[config.mk]
export PLATFORM = sky130hd
export DESIGN_NAME = rx_lane_parity
export DESIGN_NICKNAME = d
export VERILOG_FILES = /design/src/rtl/rxpar_pkg.sv /design/src/rtl/rxpar_lane.sv /design/src/rtl/rxpar_sel.sv /design/src/rtl/rxpar_regs.sv /design/src/rtl/rx_lane_parity.sv
export SDC_FILE = /design/constraint.sdc
export NUM_CORES = 1
export LEC_CHECK = 0
export BUFFER_PORTS_ARGS = -buffer_cell sky130_fd_sc_hd__buf_2
export CAP_MARGIN = 10
export CORE_MARGIN = 1.5
export CORE_UTILIZATION = 45
export CTS_CLUSTER_SIZE = 20
export DETAILED_ROUTE_END_ITERATION = 8
export GPL_TIMING_DRIVEN = 0
export PLACE_DENSITY_LB_ADDON = 0.05
export SLEW_MARGIN = 0
export SYNTH_ARGS = -nofsm -noshare
export SYNTH_HDL_FRONTEND = slang
export SYNTH_SLANG_ARGS = --single-unit
[constraint.sdc]
create_clock -name clk_i -period 1.5 [get_ports clk_i]
set_clock_uncertainty 0.1 [all_clocks]
set_input_delay 0.225 -clock clk_i [delete_from_list [all_inputs] [get_ports clk_i]]
set_output_delay 0.225 -clock clk_i [all_outputs]
set_load 0.02 [all_outputs]
[src/rtl/rxpar_pkg.sv]
package rxpar_pkg;
  parameter int unsigned LANE_W_DEF = 8;
  parameter int unsigned LANES_DEF  = 4;

  // odd parity: one when the count of ones is even
  function automatic logic odd_bit(input logic [LANE_W_DEF:0] v);
    return ~(^v);
  endfunction
endpackage

[src/rtl/rxpar_lane.sv]
module rxpar_lane #(
  parameter int unsigned LANE_W = 8
) (
  input  logic [LANE_W-1:0] lane_i,
  input  logic              xtra_en_i,
  input  logic              xtra_i,
  output logic              par_o
);
  logic xtra_bit;

  always_comb begin
    xtra_bit = xtra_en_i & xtra_i;
    par_o    = ~(^{lane_i, xtra_bit});
  end
endmodule

[src/rtl/rxpar_sel.sv]
module rxpar_sel #(
  parameter int unsigned LANES = 4
) (
  input  logic             raw_mode_i,
  input  logic [LANES-1:0] calc_i,
  input  logic [LANES-1:0] raw_i,
  output logic [LANES-1:0] par_o
);
  always_comb begin
    par_o = raw_mode_i ? raw_i : calc_i;
  end
endmodule

[src/rtl/rxpar_regs.sv]
module rxpar_regs #(
  parameter int unsigned DATA_W = 32,
  parameter int unsigned LANES  = 4
) (
  input  logic              clk_i,
  input  logic              rst_ni,
  input  logic              en_i,
  input  logic [DATA_W-1:0] data_i,
  input  logic              os_i,
  input  logic [LANES-1:0]  par_i,
  output logic [DATA_W-1:0] data_o,
  output logic              os_o,
  output logic [LANES-1:0]  par_o
);
  logic [DATA_W-1:0] data_q, data_d;
  logic              os_q, os_d;
  logic [LANES-1:0]  par_q, par_d;

  always_comb begin
    data_d = data_q;
    os_d   = os_q;
    par_d  = par_q;
    if (en_i) begin
      data_d = data_i;
      os_d   = os_i;
      par_d  = par_i;
    end
  end

  always_ff @(posedge clk_i or negedge rst_ni) begin
    if (!rst_ni) begin
      data_q <= '0;
      os_q   <= 1'b0;
      par_q  <= '0;
    end else begin
      data_q <= data_d;
      os_q   <= os_d;
      par_q  <= par_d;
    end
  end

  assign data_o = data_q;
  assign os_o   = os_q;
  assign par_o  = par_q;

  assert_hold_R7: assert property (@(posedge clk_i) disable iff (!rst_ni)
    !en_i |=> ($stable(data_q) && $stable(os_q) && $stable(par_q)));
endmodule

[src/rtl/rx_lane_parity.sv]
module rx_lane_parity
  import rxpar_pkg::*;
#(
  parameter int unsigned LANE_W = LANE_W_DEF,
  parameter int unsigned LANES  = LANES_DEF
) (
  input  logic                     clk_i,
  input  logic                     rst_ni,
  input  logic                     word_en_i,
  input  logic [LANE_W*LANES-1:0]  data_i,
  input  logic                     os_flag_i,
  input  logic                     fold_mode_i,
  input  logic                     raw_mode_i,
  input  logic [LANES-1:0]         raw_par_i,
  output logic [LANE_W*LANES-1:0]  data_o,
  output logic                     os_flag_o,
  output logic [LANES-1:0]         par_o
);
  localparam int unsigned DATA_W = LANE_W * LANES;
  localparam int unsigned TOP    = LANES - 1;

  // reset: asserted at once, released on the clock
  logic [1:0] rst_sync_q;
  logic       rst_int_n;

  always_ff @(posedge clk_i or negedge rst_ni) begin
    if (!rst_ni) rst_sync_q <= 2'b00;
    else         rst_sync_q <= {rst_sync_q[0], 1'b1};
  end
  assign rst_int_n = rst_sync_q[1];

  logic [LANES-1:0] calc_par;
  logic [LANES-1:0] sel_par;

  for (genvar g = 0; g < LANES; g++) begin : g_lane
    logic fold_en;
    if (g == TOP) begin : g_top
      assign fold_en = fold_mode_i;
    end else begin : g_low
      assign fold_en = 1'b0;
    end
    rxpar_lane #(.LANE_W(LANE_W)) u_lane (
      .lane_i   (data_i[g*LANE_W +: LANE_W]),
      .xtra_en_i(fold_en),
      .xtra_i   (os_flag_i),
      .par_o    (calc_par[g])
    );
  end

  rxpar_sel #(.LANES(LANES)) u_sel (
    .raw_mode_i(raw_mode_i),
    .calc_i    (calc_par),
    .raw_i     (raw_par_i),
    .par_o     (sel_par)
  );

  rxpar_regs #(.DATA_W(DATA_W), .LANES(LANES)) u_regs (
    .clk_i (clk_i),
    .rst_ni(rst_int_n),
    .en_i  (word_en_i),
    .data_i(data_i),
    .os_i  (os_flag_i),
    .par_i (sel_par),
    .data_o(data_o),
    .os_o  (os_flag_o),
    .par_o (par_o)
  );

  assert_low_lanes_R1: assert property (@(posedge clk_i) disable iff (!rst_int_n)
    (word_en_i && !raw_mode_i) |=> (^{data_o[LANE_W-1:0], par_o[0]}) == 1'b1);

  assert_top_plain_R2: assert property (@(posedge clk_i) disable iff (!rst_int_n)
    (word_en_i && !raw_mode_i && !fold_mode_i)
      |=> (^{data_o[DATA_W-1 -: LANE_W], par_o[TOP]}) == 1'b1);

  assert_top_fold_R3: assert property (@(posedge clk_i) disable iff (!rst_int_n)
    (word_en_i && !raw_mode_i && fold_mode_i)
      |=> (^{data_o[DATA_W-1 -: LANE_W], os_flag_o, par_o[TOP]}) == 1'b1);

  assert_raw_pass_R4: assert property (@(posedge clk_i) disable iff (!rst_int_n)
    (word_en_i && raw_mode_i) |=> par_o == $past(raw_par_i));

  assert_data_align_R5: assert property (@(posedge clk_i) disable iff (!rst_int_n)
    word_en_i |=> (data_o == $past(data_i) && os_flag_o == $past(os_flag_i)));

  assert_reset_zero_R8: assert property (@(posedge clk_i)
    !rst_ni |-> (data_o == '0 && !os_flag_o && par_o == '0));
endmodule

==> results.yml <==
sta:
  worst_pin_slew_ns: 0.783
  hold_ws_ns: 0.0817
  finalWorstPathRequiredPeriod_ns: 1.18
  hold_viol_final: 0
  post-route-worst-setup-slack_ns: 0.323
  rsz0062_at_grt: "no"
  max_slew_margin: 0.478
  report.final.slew_viol_count: 0
  setup_viol: 0
  fin_crit_sh: 0.785
  fmax_ghz: 0.850
min_path:
  hp-class: "in2reg"
clock_tree:
  htree_num_levels: 2
  post_cts_buffers: 0
  clock_latency_ns: 0.28
  path_clk_slew_ns: 0.08
  cts_tree: "built"
  cts_max_path_buffers: 2
  numCtsBuffers: 5
  clockRootBuffer: "clkbuf_8"
  clock_sinks: 39
worst_setup_path:
  crit_type: "reg2out"
  slowest_stage: "dfrtp_1"
  cp-start-kind: "flop"
  critPathMaxFanout: 2
  critPathMaxStageDelay_ns: 0.40
  endpoint_kind: "output port"
  worstPathRequired_ns: 1.17
  cpLargestDelayFamily: "flip-flops"
  path_buf_inv: 1
  worstPathCellList: "buf_2"
  arrival_ns: 0.85
synth:
  synth_adder_area_share: 0
  yosys.area.top_type: "dfrtp_1"
  synthDistinctLibCells: 15
  synth_area_per_cell_sq_um: 13.9
  yosysMostFrequentCell: "dfrtp_1"
  synth_top_area_share: 0.565
  synth_mux_area_frac: 0.215
  synthArstFlopShare: 1.00
  synthSimpleGateAreaFrac: 0.0239
  synth_commonest_cells: "dfrtp_1 (39), mux2_2 (33), xnor2_1 (25), nand2_1 (7)"
  synth-edff-count: 0
  synth_top_family_by_area: "multiplexers"
  ys_seq_area_frac: 0.565
  synth_area_leaders: "dfrtp_1 (57%), mux2_2 (22%), xnor2_1 (13%)"
  syn_nets: 166
  synth-main-ff-cell: "dfrtp_1"
  syn_inst: 124
  synth_xor_area_frac: 0.154
  ys_ff_latch: 39
  synth_compound_area_frac: 0.0210
  yosysWarnings: 0
  netlist_area_sq_mm: 0.00173
cells_and_area:
  postLayoutCoreUtil: 0.620
  final_net_count: 251
  drive_above_1_share: 0.593
  fill_cells: 301
  diodes: 0
  design_area_sq_mm: 0.00227
  area_delta_synth_final_pct: 31.5
flow_run:
  maxCapViolations: 0
floorplanning:
  std_cell_rows: 22
  pin_count: 79
  initial_utilization: 0.472
  die_w_um: 64.9
  dieArea_sq_mm: 0.00422
  die_y_um: 64.9
  core_sq_mm: 0.00366
grt:
  met3_usage: 0.0694
  grt_start_max_net_pins: 38
  busiest_layer: "met2"
  grtUsageMet1: 0.203
  antenna_found_initial: 0
  overflow: 0
  gr-usage-met2: 0.267
  grtUsageTotal: 0.167
  grt_pass1_wl_um: 5250
  grt_pass1_vias: 1176
run_status:
  status: "completed"
place:
  dp_slack_ns: 0.0208
  post_dp_cell_area_sq_mm: 0.00217
  gp_congestion: 0.688
  port-buffer-count: 77
  dp_hpwl_um: 2560
pwr:
  fin_total_pwr_mw: 2.58
  vdd_drop_max_v: 0.000712
  cellPowerDensity_mw_per_mm2: 1130
  p_leak_nw: 1.08
route:
  antenna_left: 0
  firstDrtPassIters: 4
  via_per_inst: 4.76
  drtIter0Drc: 60
  vias: 1224
  drcViolationCount: 0
  wl_um: 3290
  wl_per_cell_um: 12.8
==> metrics by stage <==
step / setup TNS [ns] / std cells
detailed placement: 0 / 249
global route: 0 / 257
CTS: 0 / 257
floorplan: 0 / 124
finish: 0 / 257
global placement: -5.40 / 249
==> logic make-up (layout without fill, tap and decap cells) <==
kind of cell           after synthesis  count (layout)
AO/OA/AOI/OAI                        5               5
XOR/XNOR                            28              28
buffers and inverters                7              92
flip-flops                          39              39
multiplexers                        33              33
other                                1               1
AND/OR/NAND/NOR                     11              11
==> what timing repair did <==
action,CTS,global route
resized for setup,0,0
endpoints found under the hold margin,2,0
endpoints found under the setup margin,0,0
hold buffers,1,0
==> power breakdown <==
part	leakage (nW)	switching (mW)	internal, mW	total (mW)
Sequential	0.454	0.0733	1.16	1.24
Clock	0.0470	0.340	0.361	0.701
Combinational	0.579	0.333	0.307	0.639
==> registers in the layout (all words and copies together) (netlist names) <==
register,flops
rst_sync_q,2
u_regs.data_o,32
u_regs.os_o,1
u_regs.par_o,4
==> placed cells by master, fill, tap and decap left out <==
cell | synthesis | routed
buf_2 | 4 | 81
dfrtp_1 | 39 | 38
mux2_2 | 33 | 33
xnor2_1 | 25 | 25
nand2_1 | 7 | 7
clkbuf_8 | 0 | 6
nor2_1 | 4 | 4
a31oi_1 | 3 | 3
inv_1 | 2 | 2
clkbuf_1 | 1 | 1
xnor2_2 | 1 | 1
xnor3_1 | 1 | 1
xor2_1 | 1 | 1
o21ai_0 | 1 | 1
o22ai_2 | 1 | 1
clkinv_2 | 0 | 1
dlygate4sd3_1 | 0 | 1
conb_1 | 1 | 1
dfrtp_2 | 0 | 1
==> area by class of cell <==
| cell class | count | area, sq um | share of cell area |
|---|---|---|---|
| Timing Repair Buffer | 78 | 395 | 0.174 |
| Inverter | 2 | 7.51 | 0.00331 |
| Sequential cell | 39 | 977 | 0.430 |
| Clock buffer | 6 | 82.6 | 0.0364 |
| Tap cell | 48 | 60.1 | 0.0264 |
| Multi-Input combinational cell | 78 | 719 | 0.317 |
| Buffer | 5 | 23.8 | 0.0105 |
| Clock inverter | 1 | 5.00 | 0.00220 |
==> worst paths after layout <==
kind / startpoint / endpoint / slack (ns) / cells past startpoint
setup / recovery: u_regs.par_o[0] / par_o[0] / 0.32 / 1
hold / removal: os_flag_i / u_regs.os_o / 0.08 / 2
setup reg to reg: rst_sync_q[1] / u_regs.par_o[2] / 0.54 / 0
hold reg to reg: rst_sync_q[1] / u_regs.par_o[0] / 0.25 / 0
max in group asynchronous: rst_sync_q[1] / u_regs.par_o[2] / 0.54 / 0
min in group asynchronous: rst_ni / rst_sync_q[0] / 0.16 / 2
==> layer usage <==
layer / wire length [um] / vias up
met5: 0 / -
met4: 18 / 0
met3: 233 / 2
met2: 1700 / 44
met1: 1340 / 596
li1: - / 582
Power figures use the tool's default switching activity.
